`src/rtl/psr_pkg.sv`:
```
`timescale 1ns/1ps
package psr_pkg;
  localparam int PsrW = 32;

  localparam int BitT = 5;
  localparam int BitF = 6;
  localparam int BitI = 7;
  localparam int BitJ = 24;

  localparam logic [4:0] ModeUsr = 5'h10;
  localparam logic [4:0] ModeFiq = 5'h11;
  localparam logic [4:0] ModeIrq = 5'h12;
  localparam logic [4:0] ModeSvc = 5'h13;
  localparam logic [4:0] ModeAbt = 5'h17;
  localparam logic [4:0] ModeUnd = 5'h1B;

  localparam logic [PsrW-1:0] ResetPsr = 32'h0000_00D3;

  // Encoding doubles as the table slot: offset = kind * 4; slot 5 is unused.
  typedef enum logic [2:0] {
    EX_RST  = 3'd0,
    EX_UND  = 3'd1,
    EX_SWI  = 3'd2,
    EX_PABT = 3'd3,
    EX_DABT = 3'd4,
    EX_IRQ  = 3'd6,
    EX_FIQ  = 3'd7
  } excKind_e;

  typedef struct packed {
    logic       enter;
    excKind_e   kind;
    logic       doRet;
    logic       doWr;
    logic [3:0] laneMask;
  } ctrlStrobe_t;
endpackage

```
`src/rtl/psr_ctrl.sv`:
```
`timescale 1ns/1ps
module psr_ctrl
  import psr_pkg::*;
(
  input  logic        clk,
  input  logic        rstN,
  input  logic        reqRst,
  input  logic        reqUnd,
  input  logic        reqSwi,
  input  logic        reqPabt,
  input  logic        reqDabt,
  input  logic        reqIrq,
  input  logic        reqFiq,
  input  logic        retReq,
  input  logic        wrEn,
  input  logic [3:0]  wrMask,
  input  logic [4:0]  curMode,
  input  logic        maskI,
  input  logic        maskF,
  output ctrlStrobe_t strobe
);
  logic privileged;
  assign privileged = (curMode != ModeUsr);

  always_comb begin
    strobe = '0;
    if (reqRst) begin
      strobe.enter = 1'b1; strobe.kind = EX_RST;
    end else if (reqDabt) begin
      strobe.enter = 1'b1; strobe.kind = EX_DABT;
    end else if (reqFiq && !maskF) begin
      strobe.enter = 1'b1; strobe.kind = EX_FIQ;
    end else if (reqIrq && !maskI) begin
      strobe.enter = 1'b1; strobe.kind = EX_IRQ;
    end else if (reqPabt) begin
      strobe.enter = 1'b1; strobe.kind = EX_PABT;
    end else if (reqUnd) begin
      strobe.enter = 1'b1; strobe.kind = EX_UND;
    end else if (reqSwi) begin
      strobe.enter = 1'b1; strobe.kind = EX_SWI;
    end else if (retReq) begin
      strobe.doRet = 1'b1;
    end else if (wrEn) begin
      strobe.doWr     = 1'b1;
      strobe.laneMask = privileged ? wrMask : {wrMask[3], 3'b000};
    end
  end

  assert_irq_masked_R7: assert property (@(posedge clk) disable iff (!rstN)
    (maskI && strobe.enter) |-> (strobe.kind != EX_IRQ));

  assert_fiq_masked_R7: assert property (@(posedge clk) disable iff (!rstN)
    (maskF && strobe.enter) |-> (strobe.kind != EX_FIQ));

  assert_single_action_R11: assert property (@(posedge clk) disable iff (!rstN)
    $onehot0({strobe.enter, strobe.doRet, strobe.doWr}));

  assert_reset_wins_R6: assert property (@(posedge clk) disable iff (!rstN)
    reqRst |-> (strobe.enter && strobe.kind == EX_RST));

  assert_user_lanes_R10: assert property (@(posedge clk) disable iff (!rstN)
    (strobe.doWr && curMode == ModeUsr) |-> (strobe.laneMask[2:0] == 3'b000));
endmodule

```
`src/rtl/psr_datapath.sv`:
```
`timescale 1ns/1ps
module psr_datapath
  import psr_pkg::*;
#(
  parameter int              AddrW  = 32,
  parameter logic [AddrW-1:0] HiBase = 32'hFFFF_0000
) (
  input  logic             clk,
  input  logic             rstN,
  input  ctrlStrobe_t      strobe,
  input  logic             hiVec,
  input  logic [AddrW-1:0] retAddr,
  input  logic [PsrW-1:0]  retSpsr,
  input  logic [AddrW-1:0] retLr,
  input  logic [PsrW-1:0]  wrData,
  output logic [PsrW-1:0]  psr,
  output logic             pcLoad,
  output logic [AddrW-1:0] pcValue,
  output logic             lrWe,
  output logic [4:0]       lrMode,
  output logic [AddrW-1:0] lrData,
  output logic             spsrWe,
  output logic [4:0]       spsrMode,
  output logic [PsrW-1:0]  spsrData
);
  localparam int Lanes = PsrW / 8;

  logic [4:0]       targetMode;
  logic [AddrW-1:0] vecAddr;
  logic [PsrW-1:0]  entryPsr;
  logic [PsrW-1:0]  wrPsr;

  always_comb begin
    unique case (strobe.kind)
      EX_FIQ:          targetMode = ModeFiq;
      EX_IRQ:          targetMode = ModeIrq;
      EX_PABT, EX_DABT: targetMode = ModeAbt;
      EX_UND:          targetMode = ModeUnd;
      default:         targetMode = ModeSvc;
    endcase
  end

  assign vecAddr = (hiVec ? HiBase : '0) | {{(AddrW-5){1'b0}}, strobe.kind, 2'b00};

  always_comb begin
    entryPsr       = psr;
    entryPsr[4:0]  = targetMode;
    entryPsr[BitT] = 1'b0;
    entryPsr[BitJ] = 1'b0;
    entryPsr[BitI] = 1'b1;
    if (strobe.kind == EX_RST || strobe.kind == EX_FIQ) entryPsr[BitF] = 1'b1;
  end

  for (genvar lane = 0; lane < Lanes; lane++) begin : g_lane
    assign wrPsr[lane*8 +: 8] = strobe.laneMask[lane] ? wrData[lane*8 +: 8]
                                                      : psr[lane*8 +: 8];
  end

  always_ff @(posedge clk or negedge rstN) begin
    if (!rstN) begin
      psr      <= ResetPsr;
      pcLoad   <= 1'b0;
      pcValue  <= '0;
      lrWe     <= 1'b0;
      lrMode   <= ModeSvc;
      lrData   <= '0;
      spsrWe   <= 1'b0;
      spsrMode <= ModeSvc;
      spsrData <= '0;
    end else begin
      pcLoad <= 1'b0;
      lrWe   <= 1'b0;
      spsrWe <= 1'b0;
      if (strobe.enter) begin
        psr      <= entryPsr;
        pcLoad   <= 1'b1;
        pcValue  <= vecAddr;
        lrWe     <= 1'b1;
        lrMode   <= targetMode;
        lrData   <= retAddr;
        spsrWe   <= 1'b1;
        spsrMode <= targetMode;
        spsrData <= psr;
      end else if (strobe.doRet) begin
        psr     <= retSpsr;
        pcLoad  <= 1'b1;
        pcValue <= retLr;
      end else if (strobe.doWr) begin
        psr <= wrPsr;
      end
    end
  end

  assert_entry_state_R4: assert property (@(posedge clk) disable iff (!rstN)
    lrWe |-> (!psr[BitT] && !psr[BitJ] && psr[BitI] && psr[4:0] == lrMode));

  assert_spsr_prior_R5: assert property (@(posedge clk) disable iff (!rstN)
    $rose(spsrWe) |-> (spsrData == $past(psr)));

  assert_bank_pair_R5: assert property (@(posedge clk) disable iff (!rstN)
    (lrWe == spsrWe) && (!lrWe || lrMode == spsrMode));

  assert_vector_slot_R2: assert property (@(posedge clk) disable iff (!rstN)
    lrWe |-> (pcValue[1:0] == 2'b00 && pcValue[4:2] != 3'd5 && pcLoad));
endmodule

```
`src/rtl/psr_exc_unit.sv`:
```
`timescale 1ns/1ps
module psr_exc_unit
  import psr_pkg::*;
#(
  parameter int              AddrW  = 32,
  parameter logic [AddrW-1:0] HiBase = 32'hFFFF_0000
) (
  input  logic             clk,
  input  logic             rstN,
  input  logic             reqRst,
  input  logic             reqUnd,
  input  logic             reqSwi,
  input  logic             reqPabt,
  input  logic             reqDabt,
  input  logic             reqIrq,
  input  logic             reqFiq,
  input  logic             hiVec,
  input  logic [AddrW-1:0] retAddr,
  input  logic             retReq,
  input  logic [31:0]      retSpsr,
  input  logic [AddrW-1:0] retLr,
  input  logic             wrEn,
  input  logic [3:0]       wrMask,
  input  logic [31:0]      wrData,
  output logic [31:0]      psr,
  output logic             pcLoad,
  output logic [AddrW-1:0] pcValue,
  output logic             lrWe,
  output logic [4:0]       lrMode,
  output logic [AddrW-1:0] lrData,
  output logic             spsrWe,
  output logic [4:0]       spsrMode,
  output logic [31:0]      spsrData
);
  ctrlStrobe_t strobe;

  psr_ctrl u_ctrl (
    .clk     (clk),
    .rstN    (rstN),
    .reqRst  (reqRst),
    .reqUnd  (reqUnd),
    .reqSwi  (reqSwi),
    .reqPabt (reqPabt),
    .reqDabt (reqDabt),
    .reqIrq  (reqIrq),
    .reqFiq  (reqFiq),
    .retReq  (retReq),
    .wrEn    (wrEn),
    .wrMask  (wrMask),
    .curMode (psr[4:0]),
    .maskI   (psr[BitI]),
    .maskF   (psr[BitF]),
    .strobe  (strobe)
  );

  psr_datapath #(.AddrW(AddrW), .HiBase(HiBase)) u_dp (
    .clk      (clk),
    .rstN     (rstN),
    .strobe   (strobe),
    .hiVec    (hiVec),
    .retAddr  (retAddr),
    .retSpsr  (retSpsr),
    .retLr    (retLr),
    .wrData   (wrData),
    .psr      (psr),
    .pcLoad   (pcLoad),
    .pcValue  (pcValue),
    .lrWe     (lrWe),
    .lrMode   (lrMode),
    .lrData   (lrData),
    .spsrWe   (spsrWe),
    .spsrMode (spsrMode),
    .spsrData (spsrData)
  );
endmodule

```
`config.mk`:
```
export PLATFORM = sky130hd
export DESIGN_NAME = psr_exc_unit
export DESIGN_NICKNAME = d
export VERILOG_FILES = /design/src/rtl/psr_pkg.sv /design/src/rtl/psr_ctrl.sv /design/src/rtl/psr_datapath.sv /design/src/rtl/psr_exc_unit.sv
export SDC_FILE = /design/constraint.sdc
export NUM_CORES = 1
export LEC_CHECK = 0
export BUFFER_PORTS_ARGS = -buffer_cell sky130_fd_sc_hd__buf_2
export CAP_MARGIN = 25
export CORE_MARGIN = 1
export CORE_UTILIZATION = 30
export CTS_BUF_LIST = sky130_fd_sc_hd__clkbuf_4 sky130_fd_sc_hd__clkbuf_8
export CTS_CLUSTER_SIZE = 25
export DETAILED_ROUTE_END_ITERATION = 8
export PLACE_DENSITY = 0.58
export SLEW_MARGIN = 25
export SYNTH_ARGS = -nofsm -noshare
export SYNTH_HDL_FRONTEND = slang
export SYNTH_SLANG_ARGS = --single-unit
export TNS_END_PERCENT = 50
```
`constraint.sdc`:
```
create_clock -name clk -period 2.26 [get_ports clk]
set_input_delay 0.226 -clock clk [delete_from_list [all_inputs] [get_ports clk]]
set_output_delay 0.226 -clock clk [all_outputs]
set_load 0.01 [all_outputs]
```
==> flow_summary.toml, run 1 <==
[detailed_routing]
vias = 5823
ant_nets = 0
drtIter0Drc = 261
wl_per_cell_um = 16.0
totalWireLength_um = 19900
dr.pass1.iters = 4
drc = 0
via_per_inst = 4.69

[critical_path]
critPathRequiredTime_ps = 2620
crit_buf_inv = 2
crit_fanout = 74
r2r_cells = 6
crit_family = "flip-flops"
cp-end-kind = "flip-flop"
crit_arrival_ps = 2380
cp_slowest_cell = "dfstp_2"
cp.depth = 6
critPathMaxStageDelay_ps = 610
cp_cell_sequence = "nor2b_1 -> nor4_4 -> buf_4 -> buf_12 -> o21ai_0 -> a21oi_1"
worst_setup_path_start_kind = "flip-flop"
crit_type = "reg -> reg"

[logic_synthesis]
synth_top_family_by_area = "simple AND/OR/NAND/NOR gates"
synthesis.area_um2 = 6270
synth_simple_gate_area_frac = 0.225
avgSynthCellArea_um2 = 9.29
syn_inst = 675
synth-adder-area-share = 0
synth_edf_count = 0
synth-compound-area-share = 0.0832
synth-seq-area-share = 0.536
yosysWarningCount = 0
ys_types = 43
async_flop_share = 1.00
synth_flop_cell = "dfrtp_1"
synthMuxAreaShare = 0.0850
postSynthRegisterBits = 134
synth-xor-area-share = 0

[timing]
slew_headroom = 0.537
fmax_mhz = 495
finalCriticalPeriod_ps = 2020
final_hold_viol_count = 0
rsz0062_at_grt = "false"
final.setup.tns_ps = 0
finalCritPeriodShare = 0.894
worst_pin_slew_ps = 694
setup_viol = 0
slew_violations = 0
clock_skew_ps = 15.8
timing.hold.ws_ps = 36.0

[worst_hold_path]
hold_path_depth = 3
hold_path_class = "in -> reg"

[pwr]
leakage_nw = 4.37
p_per_area_nw_per_um2 = 640
power_mw = 5.55
vdd_drop_max_uv = 302

[cts]
clk_pin_slew_ps = 80
numCtsBuffers = 17
post_cts_buffers = 0
cts.sinks = 134
cts_buffer_depth = 2
clk_latency_ps = 440
cts_tree = "done"
htreeDepth = 4
clock-root-buffer = "clkbuf_8"

[final_layout]
drive_above_1_share = 0.367
area_growth_pct = 38.3
nets = 1104
diodes = 0
fill_cells = 2035

[floorplan]
fp.dieH_um = 147
io_pins = 285
coreArea_um2 = 20400
num_rows = 52
die_area_um2 = 21500
fp.dieW_um = 147
start_util = 0.308

[grt]
use_met2 = 0.307
grt-busiest-layer = "met2"
met1_usage = 0.247
grt_pass1_wl_um = 31600
grt_pass1_vias = 5703
antenna_found_initial = 2
grt.total_usage = 0.190
grt-ovfl-total = 0
use_met3 = 0.0531
grt_max_degree = 108

[place]
dp_hpwl_um = 13900
numPortBuffers = 282
gp_congestion = 0.778

[run_status]
outcome = "finished, final reports clean"

[flow_run]
maxCapViolCount = 0
## metrics by stage
step           area [um^2]  std cells  worst slack (ps)   util
3_3_place_gp          7840       1172              80.4  0.385
2_1_floorplan         6280        676               138      -
3_5_place_dp          7850       1172              57.0  0.385
4_1_cts               8670       1242               218  0.426
6_report              8670       1242               239  0.426
5_1_grt               8670       1242              85.9  0.426
## synthesized netlist by cell type (2+ instances only)
cell type | n | area [um^2]
nand3_1 | 12 | 60.1
mux2_4 | 2 | 30.0
nand2b_1 | 3 | 18.8
nor2b_1 | 2 | 12.5
o211ai_1 | 7 | 52.6
buf_4 | 32 | 240
nand4_1 | 17 | 106
o21ai_0 | 11 | 55.1
nor4_1 | 18 | 113
mux2_2 | 2 | 22.5
dfrtp_1 | 127 | 3180
nor2_1 | 37 | 139
dfstp_2 | 7 | 184
a2111oi_0 | 2 | 17.5
and2_1 | 4 | 25.0
a211oi_1 | 17 | 128
nand2_1 | 209 | 785
clkbuf_1 | 41 | 154
a2bb2oi_1 | 8 | 70.1
nor3_1 | 18 | 90.1
inv_1 | 2 | 7.51
buf_2 | 6 | 30.0
a21oi_1 | 24 | 120
mux2i_1 | 48 | 480
## cells in the final DEF, fill, tap and decap left out, drive strengths merged, types with 18 or more instances in the layout
master       instances
a21oi               24
clkbuf              19
nor4                19
nand2              209
nor2                37
dfrtp              127
buf                306
nor3                18
mux2i               48
dlygate4sd3         39
## cells by family (layout without fill, tap and decap cells)
| logic type | count (synthesis) | after routing |
|---|---|---|
| compound gates | 78 | 78 |
| simple gates | 326 | 326 |
| buf+inv | 84 | 380 |
| mux | 52 | 52 |
| other cells | 1 | 2 |
| flops | 134 | 134 |
## path summary, 6_finish.rpt
kind,from,end,slack [ps]
min in group asynchronous,rstN,u_dp.pcValue[1],280
min,retLr[12],u_dp.pcValue[12],40
max,u_dp.psr[6],u_dp.psr[5],240
max reg2reg,u_dp.psr[6],u_dp.psr[5],240
max in group asynchronous,rstN,u_dp.psr[1],1250
min reg2reg,u_dp.spsrData[30],u_dp.spsrData[30],460
## sequential cells by signal (all words and copies together), names as in the netlist
name,cells
u_dp.lrWe,1
u_dp.pcValue,32
u_dp.pcLoad,1
u_dp.lrData,32
u_dp.spsrData,32
u_dp.psr,32
u_dp.lrMode,4
## layout make-up
| type | count | area, um^2 | area share |
|---|---|---|---|
| flip-flops and latches | 134 | 3360 | 0.388 |
| multi-input cells | 458 | 2480 | 0.286 |
| repair buffers | 345 | 2040 | 0.235 |
| well taps | 270 | 338 | 0.0389 |
| clock buffers | 19 | 262 | 0.0302 |
| clock inverters | 12 | 176 | 0.0203 |
| inverters | 4 | 16.3 | 0.00188 |
## layer usage
metal,vias up,part of all wire
met5,-,0.00065
met4,2,0.011
met3,13,0.065
met2,204,0.48
met1,2771,0.44
li1,2833,-
## where the power goes
group / internal (mW) / switching (mW) / total [mW]
Clock: 1.26 / 0.994 / 2.25
Sequential: 2.50 / 0.0667 / 2.57
Combinational: 0.338 / 0.394 / 0.732
Total: 4.10 / 1.45 / 5.55
## worst min-delay path: cells and delay by family
kind,cells,cell delay [ps]
and+or+nand+nor,1,80
muxes,1,50
buffers and inverters,1,70
## what timing repair did
item | in CTS | in global routing
setup endpoints to repair | 0 | 0
gates resized for setup | 0 | 0
endpoints found under the hold margin | 80 | 0
hold buffers | 39 | 0
Power figures use the tool's default switching activity.
==> inputs of run 2 (changes only) <==
--- a/config.mk
+++ b/config.mk
@@ -12,7 +12,7 @@
 export CTS_BUF_LIST = sky130_fd_sc_hd__clkbuf_4 sky130_fd_sc_hd__clkbuf_8
 export CTS_CLUSTER_SIZE = 25
 export DETAILED_ROUTE_END_ITERATION = 8
-export PLACE_DENSITY = 0.58
+export PLACE_DENSITY = 0.6
 export SLEW_MARGIN = 25
 export SYNTH_ARGS = -nofsm -noshare
 export SYNTH_HDL_FRONTEND = slang
==> flow_summary.toml, run 2 (synthesis results as in run 1) <==
[run_status]
outcome = "finished, final reports clean"

[timing]
fmax_mhz = 498
worst_pin_slew_ps = 670
finalCritPeriodShare = 0.889
clock_skew_ps = 14.7
final_hold_viol_count = 0
setup_viol = 0
rsz0062_at_grt = "false"
final.setup.tns_ps = 0
finalCriticalPeriod_ps = 2010
slew_headroom = 0.553
slew_violations = 0

[critical_path]
crit_type = "reg -> reg"
crit_family = "simple AND/OR/NAND/NOR gates"
critPathMaxStageDelay_ps = 550
r2r_cells = 5
worst_setup_path_start_kind = "flip-flop"
crit_arrival_ps = 2320
crit_buf_inv = 1
critPathRequiredTime_ps = 2570
cp-end-kind = "flip-flop"
cp_cell_sequence = "nor2b_1 -> nor4_4 -> clkinv_2 -> or3_1 -> mux2_4"
reg2reg_to = "u_dp.psr[3]"
cp_slowest_cell = "dfstp_2"
crit_fanout = 5
reg2reg_setup_slack_ps = 250
r2r-start = "u_dp.psr[7]"

[cts]
post_cts_resized = 0
post_cts_buffers = 0
clk_pin_slew_ps = 80
cts.sinks = 134
htreeDepth = 4
numCtsBuffers = 17
cts_buffer_depth = 2
cts_tree = "done"
clk_latency_ps = 440
cts_hold_buf = 45
clock-root-buffer = "clkbuf_8"

[detailed_routing]
totalWireLength_um = 20200
wl_per_cell_um = 16.1
via_per_inst = 4.69
drc = 0
vias = 5881
ant_nets = 0
dr.pass1.iters = 4
drtIter0Drc = 291

[floorplan]
fp.dieW_um = 147
fp.dieH_um = 147
die_area_um2 = 21500
num_rows = 52
io_pins = 285
coreArea_um2 = 20400
start_util = 0.308

[worst_hold_path]
hold_path_class = "in -> reg"
min_to = "u_dp.pcValue[5]"
worstHoldStart = "retLr[5]"
hold_path_depth = 3

[final_layout]
nets = 1114
multiInputGateArea_um2 = 2480
area_growth_pct = 39.6
final_common_cell = "buf_2"
fill_cells = 2031
design_area_um2 = 8750
final_cell_mix = "buf_2 (281), nand2_1 (209), dfrtp_1 (127), mux2i_1 (48), dlygate4sd3_1 (45)"
drive_above_1_share = 0.368
regArea_um2 = 3360

[pwr]
vdd_drop_max_uv = 321
p_per_area_nw_per_um2 = 635
leakage_nw = 4.41

[grt]
grt_pass1_wl_um = 31600
antenna_found_initial = 3
grt_pass1_vias = 5710
grt_max_degree = 74
grt-ovfl-total = 0
grt.total_usage = 0.190

[place]
place_area_um2 = 7860
numPortBuffers = 282
dp_hpwl_um = 14000
gp_congestion = 0.812

[flow_run]
maxCapViolCount = 0
[run 2: changes by cell type in the layout (fill, tap and decap cells not counted)]
cell           delta
dlygate4sd3_1     +6
buf_4             +5
inv_6             +3
clkbuf_8          -2
buf_12            -1
clkbuf_4          +1
clkinv_2          -1
diode_2           +1
[run 2: worst max path at each step]
stage	start	end	cells past startpoint
after floorplan	reqSwi	u_dp.psr[3]	7
after global placement	reqSwi	u_dp.psr[3]	6
after detailed placement	reqSwi	u_dp.psr[3]	6
after CTS	u_dp.psr[7]	u_dp.psr[3]	5
after global routing	u_dp.psr[7]	u_dp.psr[3]	5
final	u_dp.psr[7]	u_dp.psr[3]	5
[run 2: per-layer routing]
metal	up-vias	track usage	part of all wire
li1	2847	-	-
met1	2774	0.245	0.43
met2	230	0.300	0.47
met3	28	0.0541	0.074
met4	2	0.0771	0.023
met5	-	0	0.00064
[run 2: stage by stage]
stage | total power [mW] | setup WS [ps] | cells | hold WS [ps] | util
finish | 5.56 | 251 | 1254 | 50.6 | 0.430
global route | 5.84 | 168 | 1254 | 36.1 | 0.430
CTS | 5.66 | 249 | 1253 | 5.60 | 0.430
detailed placement | 3.31 | 87.3 | 1176 | 148 | 0.386
global placement | 3.30 | 108 | 1176 | 147 | 0.386
floorplan | 2.94 | 138 | 676 | -69.6 | -
[run 2: cell type report]
class	count	share of cell area
inverter	4	0.00186
sequential	134	0.384
timing repair buffer	355	0.242
clock buffer	18	0.0276
antenna	1	0.000286
clock inverter	14	0.0226
multi-input combinational	458	0.283
tap	270	0.0386
[run 2: power by group]
group	switching [mW]	internal [mW]
logic	0.398	0.345
registers	0.0655	2.50
clock network	1.02	1.23
[run 2: worst reg2reg max path, stage by stage (launching register included)]
cell and delay, ps:
dfstp_2 550, nor2b_1 80, nor4_4 320, clkinv_2 140, or3_1 480, mux2_4 330
==> inputs of run 3 (changes only) <==
--- a/config.mk
+++ b/config.mk
@@ -7,11 +7,13 @@
 export LEC_CHECK = 0
 export BUFFER_PORTS_ARGS = -buffer_cell sky130_fd_sc_hd__buf_2
 export CAP_MARGIN = 25
+export CORE_ASPECT_RATIO = 0.5
 export CORE_MARGIN = 1
 export CORE_UTILIZATION = 30
 export CTS_BUF_LIST = sky130_fd_sc_hd__clkbuf_4 sky130_fd_sc_hd__clkbuf_8
 export CTS_CLUSTER_SIZE = 25
 export DETAILED_ROUTE_END_ITERATION = 8
+export MAX_ROUTING_LAYER = met4
 export PLACE_DENSITY = 0.6
 export SLEW_MARGIN = 25
 export SYNTH_ARGS = -nofsm -noshare
==> flow_summary.toml, run 3 (synthesis results as in run 1) <==
[detailed_routing]
via_per_inst = 4.69
drtIter0Drc = 385
vias = 5878
dr.pass1.iters = 7
wl_per_cell_um = 16.1
drc = 8
totalWireLength_um = 20100
ant_nets = 0

[final_layout]
design_area_um2 = 8750
nets = 1114
fill_cells = 1963
stdcell_count = 1252
drive_above_1_share = 0.366
final_cell_mix = "buf_2 (281), nand2_1 (209), dfrtp_1 (127), mux2i_1 (48), dlygate4sd3_1 (46)"
final_common_cell = "buf_2"
area_growth_pct = 39.5

[grt]
grt.total_usage = 0.196
grt_pass1_vias = 5800
antenna_found_initial = 3
grt-ovfl-total = 0
grt_pass1_wl_um = 31500
grt_max_degree = 108

[critical_path]
worst_setup_path_start_kind = "flip-flop"
crit_fanout = 107
r2r-start = "u_dp.psr[7]"
critPathRequiredTime_ps = 2660
crit_arrival_ps = 2410
crit_buf_inv = 2
crit_family = "compound AO/OA/AOI/OAI gates"
critPathMaxStageDelay_ps = 560
cp_slowest_cell = "dfstp_2"
r2r_cells = 6
crit_type = "reg -> reg"
reg2reg_to = "u_dp.psr[6]"
cp_cell_sequence = "nor2b_1 -> nor4_4 -> clkinv_2 -> buf_12 -> o311ai_0 -> o211a_1"
cp-end-kind = "flip-flop"
reg2reg_setup_slack_ps = 250

[cts]
numCtsBuffers = 17
post_cts_buffers = 0
cts_buffer_depth = 2
htreeDepth = 4
clock-root-buffer = "clkbuf_8"
clk_pin_slew_ps = 80
cts_tree = "done"
cts.sinks = 134
clk_latency_ps = 450
post_cts_resized = 0
cts_hold_buf = 46

[pwr]
p_per_area_nw_per_um2 = 641
leakage_nw = 4.41
seqPwrFrac = 0.458
sw_frac_of_total = 0.262
clockPowerShare = 0.410
p_comb_frac = 0.132
vdd_drop_max_uv = 310
p_sw_mw = 1.47
power.internal_mw = 4.14

[place]
numPortBuffers = 282
dp_cells = 1171
gp_congestion = 0.854
dp_hpwl_um = 14200
place_ws_ps = 61.6
place_area_um2 = 7830

[worst_hold_path]
min_to = "u_dp.pcValue[9]"
hold_path_class = "in -> reg"
hold_path_depth = 3
worstHoldStart = "retLr[9]"

[floorplan]
fp.dieH_um = 104
io_pins = 285
fp.dieW_um = 206
die_area_um2 = 21500
coreArea_um2 = 20000
start_util = 0.314
num_rows = 36

[flow_run]
maxCapViolCount = 0

[timing]
finalCritPeriodShare = 0.891
slew_headroom = 0.570
worst_pin_slew_ps = 645
finalCriticalPeriod_ps = 2010
rsz0062_at_grt = "false"
final_hold_viol_count = 0
setup_viol = 0
slew_violations = 0
clock_skew_ps = 9.38
postLayoutSetupSlackWorst_ps = 246
timing.hold.ws_ps = 30.8
final.setup.tns_ps = 0
fmax_mhz = 497

[run_status]
outcome = "complete, but fails checks"
violations = "design-rule violations"
## run 3: cell count changes in the layout (fill, tap and decap cells not counted)
cell           delta
buf_12            -1
clkbuf_4          +1
a21oi_2           -1
a21oi_1           +1
diode_2           +2
clkinv_4          -1
dlygate4sd3_1     +1
inv_6             -2
clkbuf_8          +2
## run 3: power by group through the flow
stage	Clock, mW	Combinational (mW)	Sequential, mW
2_1_floorplan	0	0.295	2.65
3_3_place_gp	0	0.678	2.61
3_5_place_dp	0	0.689	2.62
4_1_cts	2.37	0.752	2.57
5_1_grt	2.50	0.820	2.58
6_report	2.30	0.743	2.57
## run 3: worst max-delay path by stage
stage / slack (ps) / start / cells past startpoint / end
after global placement: 130 / reqSwi / 6 / u_dp.psr[3]
after detailed placement: 60 / u_dp.psr[7] / 6 / u_dp.pcValue[24]
after floorplan: 140 / reqSwi / 7 / u_dp.psr[3]
final: 250 / u_dp.psr[7] / 6 / u_dp.psr[6]
after CTS: 50 / u_dp.psr[7] / 6 / u_dp.pcValue[24]
after global routing: 130 / u_dp.psr[7] / 6 / u_dp.psr[28]
## run 3: layer usage
layer / vias to the layer above / wire, um / global-route usage
met1: 2841 / 8460 / 0.234
met3: 28 / 835 / 0.0357
met5: - / 0 / -
met4: 0 / 431 / 0.0825
met2: 158 / 10400 / 0.324
li1: 2851 / - / -
## run 3: area by class of cell
cell class                 instances  area [um^2]  area share
sequential                       134         3360       0.384
multi-input combinational        458         2480       0.283
timing repair buffer             355         2110       0.241
tap                              266          333      0.0380
clock buffer                      21          277      0.0316
clock inverter                    11          171      0.0196
inverter                           4         16.3     0.00186
antenna                            3         7.51    0.000858
## run 3: worst reg2reg max path: cells and delay by family, from the launching register on
kind	cells	cell delay [ps]
AOI/OAI and AO/OA	2	620
and+or+nand+nor	2	400
buffers and inverters	2	380
DFF	1	560
## run 3: per-stage QoR
stage                     utilization  total power, mW
after global routing            0.438             5.90
after global placement          0.392             3.29
after detailed placement        0.392             3.31
final                           0.438             5.61
after CTS                       0.438             5.69
after floorplan                     -             2.94
